==> src/rtl/alm_pkg.sv <==
package alm_pkg;

    localparam int ALM_ADDR_W  = 2;
    localparam int ALM_DEF_NUM = 4;
    localparam int ALM_DEF_DW  = 8;

    typedef enum logic [ALM_ADDR_W-1:0] {
        REG_ALARM  = 2'd0,
        REG_WRAP   = 2'd1,
        REG_RSVD_A = 2'd2,
        REG_RSVD_B = 2'd3
    } alm_reg_e;

    typedef struct packed {
        logic     en;
        alm_reg_e sel;
    } alm_rd_req_t;

    typedef struct packed {
        logic alarm_chg;
        logic wrap_set;
    } alm_evt_t;

    function automatic logic reg_is_status(alm_reg_e sel);
        return (sel == REG_ALARM) || (sel == REG_WRAP);
    endfunction

    function automatic logic evt_any(alm_evt_t e);
        return e.alarm_chg | e.wrap_set;
    endfunction

endpackage

==> src/rtl/alm_level_track.sv <==
module alm_level_track #(
    parameter int NUM_ALM = alm_pkg::ALM_DEF_NUM
) (
    input  logic               clk,
    input  logic               rst,
    input  logic [NUM_ALM-1:0] lvl_i,
    output logic [NUM_ALM-1:0] stat_o,
    output logic               chg_o
);
    logic [NUM_ALM-1:0] stat_q;
    logic [NUM_ALM-1:0] diff;

    // Each bit is registered; a change is found by comparing the level with its
    // value one clock earlier.
    for (genvar i = 0; i < NUM_ALM; i++) begin : g_bit
        always_ff @(posedge clk) begin
            if (rst) stat_q[i] <= 1'b0;
            else     stat_q[i] <= lvl_i[i];
        end
        assign diff[i] = lvl_i[i] ^ stat_q[i];
    end

    assign stat_o = stat_q;
    assign chg_o  = |diff;
endmodule

==> src/rtl/alm_wrap_sticky.sv <==
module alm_wrap_sticky (
    input  logic clk,
    input  logic rst,
    input  logic wrap_i,
    input  logic clr_i,
    output logic flag_o
);
    logic flag_q;

    // A set beats a clear arriving in the same cycle.
    always_ff @(posedge clk) begin
        if (rst)         flag_q <= 1'b0;
        else if (wrap_i) flag_q <= 1'b1;
        else if (clr_i)  flag_q <= 1'b0;
    end

    assign flag_o = flag_q;
endmodule

==> src/rtl/alm_irq_gen.sv <==
module alm_irq_gen (
    input  logic            clk,
    input  logic            rst,
    input  alm_pkg::alm_evt_t evt_i,
    input  logic            ack_i,
    output logic            irq_o
);
    logic irq_q;

    // A new event wins over an acknowledge in the same cycle.
    always_ff @(posedge clk) begin
        if (rst)                         irq_q <= 1'b0;
        else if (alm_pkg::evt_any(evt_i)) irq_q <= 1'b1;
        else if (ack_i)                  irq_q <= 1'b0;
    end

    assign irq_o = irq_q;
endmodule

==> src/rtl/alm_rd_port.sv <==
module alm_rd_port #(
    parameter int NUM_ALM = alm_pkg::ALM_DEF_NUM,
    parameter int DATA_W  = alm_pkg::ALM_DEF_DW
) (
    input  logic                clk,
    input  logic                rst,
    input  alm_pkg::alm_rd_req_t req_i,
    input  logic [NUM_ALM-1:0]  stat_i,
    input  logic                flag_i,
    output logic [DATA_W-1:0]   data_o,
    output logic                ack_o,
    output logic                flag_clr_o
);
    import alm_pkg::*;

    logic [DATA_W-1:0] mux_d;
    logic [DATA_W-1:0] data_q;

    always_comb begin
        mux_d = '0;
        unique case (req_i.sel)
            REG_ALARM: for (int i = 0; i < NUM_ALM; i++) mux_d[i] = stat_i[i];
            REG_WRAP:  mux_d[0] = flag_i;
            default:   mux_d = '0;
        endcase
    end

    // Registered read data, held between strobes.
    always_ff @(posedge clk) begin
        if (rst)           data_q <= '0;
        else if (req_i.en) data_q <= mux_d;
    end

    assign data_o     = data_q;
    assign ack_o      = req_i.en && reg_is_status(req_i.sel);
    assign flag_clr_o = req_i.en && (req_i.sel == REG_WRAP);
endmodule

==> src/rtl/alm_irq_top.sv <==
module alm_irq_top #(
    parameter int NUM_ALM = alm_pkg::ALM_DEF_NUM,
    parameter int DATA_W  = alm_pkg::ALM_DEF_DW
) (
    input  logic                          clk,
    input  logic                          rst,
    input  logic [NUM_ALM-1:0]            alarm_lvl,
    input  logic                          wrap_pulse,
    input  logic                          rd_en,
    input  logic [alm_pkg::ALM_ADDR_W-1:0] rd_addr,
    output logic [DATA_W-1:0]             rd_data,
    output logic                          irq
);
    import alm_pkg::*;

    localparam int PAD_W = DATA_W - NUM_ALM;

    logic [NUM_ALM-1:0] stat_q;
    logic               alarm_chg;
    logic               wrap_flag;
    logic               flag_clr;
    logic               rd_ack;
    alm_rd_req_t        rd_req;
    alm_evt_t           evt;

    if (PAD_W < 0) begin : g_bad_width
        initial $error("DATA_W must be at least NUM_ALM");
    end

    assign rd_req.en  = rd_en;
    assign rd_req.sel = alm_reg_e'(rd_addr);

    alm_level_track #(.NUM_ALM(NUM_ALM)) u_track (
        .clk    (clk),
        .rst    (rst),
        .lvl_i  (alarm_lvl),
        .stat_o (stat_q),
        .chg_o  (alarm_chg)
    );

    alm_wrap_sticky u_sticky (
        .clk    (clk),
        .rst    (rst),
        .wrap_i (wrap_pulse),
        .clr_i  (flag_clr),
        .flag_o (wrap_flag)
    );

    assign evt.alarm_chg = alarm_chg;
    assign evt.wrap_set  = wrap_pulse;

    alm_irq_gen u_irq (
        .clk   (clk),
        .rst   (rst),
        .evt_i (evt),
        .ack_i (rd_ack),
        .irq_o (irq)
    );

    alm_rd_port #(.NUM_ALM(NUM_ALM), .DATA_W(DATA_W)) u_rd (
        .clk        (clk),
        .rst        (rst),
        .req_i      (rd_req),
        .stat_i     (stat_q),
        .flag_i     (wrap_flag),
        .data_o     (rd_data),
        .ack_o      (rd_ack),
        .flag_clr_o (flag_clr)
    );
endmodule

==> config.mk <==
export PLATFORM = sky130hd
export DESIGN_NAME = alm_irq_top
export DESIGN_NICKNAME = d
export VERILOG_FILES = /design/src/rtl/alm_pkg.sv /design/src/rtl/alm_level_track.sv /design/src/rtl/alm_wrap_sticky.sv /design/src/rtl/alm_irq_gen.sv /design/src/rtl/alm_rd_port.sv /design/src/rtl/alm_irq_top.sv
export SDC_FILE = /design/constraint.sdc
export NUM_CORES = 1
export LEC_CHECK = 0
export BUFFER_PORTS_ARGS = -buffer_cell sky130_fd_sc_hd__buf_2
export CAP_MARGIN = 40
export CORE_UTILIZATION = 24
export DETAILED_ROUTE_END_ITERATION = 16
export PLACE_DENSITY_LB_ADDON = 0.12
export SYNTH_ARGS = -nofsm -noshare
export SYNTH_HDL_FRONTEND = slang
export SYNTH_HIERARCHICAL = 1
export SYNTH_SLANG_ARGS = --single-unit
==> constraint.sdc <==
create_clock -name clk -period 0.9 [get_ports clk]
set_input_delay 0.18 -clock clk [delete_from_list [all_inputs] [get_ports clk]]
set_output_delay 0.18 -clock clk [all_outputs]
set_load 0.03 [all_outputs]
==> impl_metrics.py <==
metrics = {
    "floorplanning": {
        "design.core.area_sq_um": 1745,
        "die_height_um": 45.38,
        "die_width_um": 45.38,
        "die_area_sq_um": 2059,
        "start_util": 0.2588,
        "io-pin-count": 19,
        "rows": 15,
    },
    "sta": {
        "max_freq_mhz": 1113,
        "hold_viol_final": 0,
        "layout_min_cycle_time_ns": 0.8988,
        "final_max_slew_viol_count": 0,
        "rsz0062_at_grt": "true",
        "setup_viol": 0,
        "setup_ws_ns": 0.001201,
        "final.period_utilization": 0.9987,
        "finClkSkew_ns": 0.003407,
    },
    "synthesis": {
        "synthSimpleGateAreaFrac": 0.2715,
        "syn_area_per_cell_sq_um": 10.04,
        "synth_compound_area_frac": 0.08310,
        "synth_top_area_frac": 0.4432,
        "synthCells": 45,
        "synth_area_leaders": "dfxtp_1 44%, xnor2_1 7.8%, nand4bb_1 7.5%, nand2b_1 6.9%, buf_4 6.6%",
        "synth_xor_area_frac": 0.07756,
        "syn-cell-area_sq_um": 451.7,
        "synth_warnings": 6,
        "ys_types": 17,
        "ys_seq_area_frac": 0.4432,
        "synth_top_family_by_area": "simple AND/OR/NAND/NOR gates",
        "synth_area_leader_cell": "dfxtp_1",
        "muxShareOfSynthArea": 0.03324,
        "synthAdderAreaFrac": 0,
        "ys_ff_latch": 10,
    },
    "worst_setup_path": {
        "cpPeakStageDelay_ns": 0.33,
        "path_delay_family": "flip-flops",
        "cp_num_buf_inv": 1,
        "crit_arrival_ns": 0.72,
        "path_cells": "buf_6",
        "cpMaxStageDelayCell": "dfxtp_2",
        "crit_path_end_kind": "output port",
        "worstPathRequired_ns": 0.72,
        "cp_max_fo": 2,
        "critPathLaunchType": "flop",
        "worstSetupPathType": "flop to output port",
    },
    "clock_network": {
        "cts_hold_buffers": 0,
        "clk_path_buf_depth": 2,
        "cts_sinks": 10,
        "cts_buffers": 3,
        "clk_latency_ns": 0.26,
        "tritoncts": "built",
        "clk_pin_slew_ns": 0.07,
        "htree_levels": 1,
        "root_buffer": "clkbuf_4",
    },
    "global_route": {
        "grt_max_degree": 7,
        "antenna_found_initial": 0,
        "grt_usage": 0.1007,
        "grt_pass1_vias": 348,
        "grt_overflow_total": 0,
        "grt_pass1_wl_um": 1400,
    },
    "route": {
        "drtAntennaViolNets": 0,
        "wl_um": 894,
        "wire_per_inst_um": 9.613,
        "drt_first_pass_iters": 3,
        "via_per_inst": 4.011,
        "vias": 373,
        "drc_errors": 0,
        "drtIter0Drc": 3,
    },
    "power_and_ir_drop": {
        "p_sw_w": 0.0002497,
        "p_int_w": 0.0007116,
        "leakagePower_nw": 0.2980,
        "pwr-share-clk": 0.317,
        "seq_power_share": 0.498,
        "switching_share": 0.2597,
        "ir_drop_uv": 611.5,
        "p_per_area_nw_per_um2": 1425,
        "p_comb_frac": 0.185,
    },
    "placement": {
        "dp_hpwl_um": 684.6,
        "io_buffer_count": 14,
        "place.gp.congestion": 0.6232,
        "place_ws_ns": -0.08399,
        "dpl.cell_count": 88,
    },
    "final_layout": {
        "layout-drive-gt1-share": 0.5735,
        "most-common-layout-cells": "9 x buf_2, 9 x dfxtp_2, 7 x buf_4",
        "syn_to_final_growth_pct": 49.31,
        "fin_nets": 80,
        "instances_no_fill": 93,
        "diodes": 0,
    },
    "flow_run": {
        "maxCapViolCount": 0,
    },
    "worst_hold_path": {
        "min_path_type": "input pin to flop",
    },
    "run_status": {
        "status": "finished, final reports clean",
    },
}
## cell families after synthesis
group / Yosys count
simple gates: 17
flops: 10
compound gates: 6
buf+inv: 6
xor+xnor: 4
mux: 1
other cells: 1
## what timing repair did
| item | in CTS | in global routing |
|---|---|---|
| buffers inserted | 0 | 2 |
| setup endpoints to repair | 6 | 6 |
| cloned | 0 | 0 |
| resized for setup | 16 | 6 |
| pin swaps | 1 | 6 |
## worst paths after layout
| path | startpoint | to | slack (ns) | cells past startpoint |
|---|---|---|---|---|
| setup / recovery | u_irq/irq_o | irq | 0.001 | 1 |
| hold / removal | alarm_lvl[3] | u_track/stat_o[3] | 0.16 | 2 |
| setup reg to reg | u_track/stat_o[1] | u_irq/irq_o | 0.03 | 4 |
| hold reg to reg | u_rd/data_o[1] | u_rd/data_o[1] | 0.47 | 2 |
## synthesized netlist by cell type (all sizes together)
library cell,n
dfxtp,10
a21oi,5
nand2b,5
buf,4
nor2b,4
xnor2,4
nand4bb,3
inv,2
a31o,1
and2,1
and2b,1
conb,1
mux2,1
nand4,1
nor2,1
nor3b,1
## metrics by stage
stage	power [W]	hold slack, ns	setup TNS, ns	instance area, sq um	utilization
global route	0.001001	0.1839	-0.1364	674.4	0.3864
finish	0.0009613	0.1567	0	674.4	0.3864
global placement	0.0006364	0.4224	-0.09404	571.8	0.3276
detailed placement	0.0006354	0.4234	-0.1217	571.8	0.3276
floorplan	0.0005817	0.2424	0	462.9	-
CTS	0.0009539	0.1471	-0.04262	633.1	0.3627
## state kept, by name, summed over array words and instances (netlist names)
| name | flops |
|---|---|
| u_rd/data_o | 4 |
| u_sticky/flag_o | 1 |
| u_irq/irq_o | 1 |
| u_track/stat_o | 4 |
## cell type report
class	instances	area [sq um]
fill	205	1071
multi-input combinational	32	247.7
sequential	10	211.5
timing repair buffer	21	153.9
tap	25	31.28
clock buffer	3	22.52
inverter	2	7.507
## routing by layer
metal / track usage / vias to the layer above / routed length (um)
li1: - / 190 / -
met1: 0.1220 / 171 / 399
met2: 0.1457 / 10 / 443
met3: 0.02381 / 2 / 39
met4: 0.09091 / 0 / 12
met5: 0 / - / 0
## power by group through the flow
stage	registers (W)	logic, W	clock network [W]
after floorplan	0.000493	0.0000886	0
after global placement	0.000483	0.000154	0
after detailed placement	0.000483	0.000153	0
after CTS	0.000476	0.000160	0.000318
after global routing	0.000482	0.000194	0.000326
final	0.000479	0.000178	0.000305
Power figures use the tool's default switching activity.
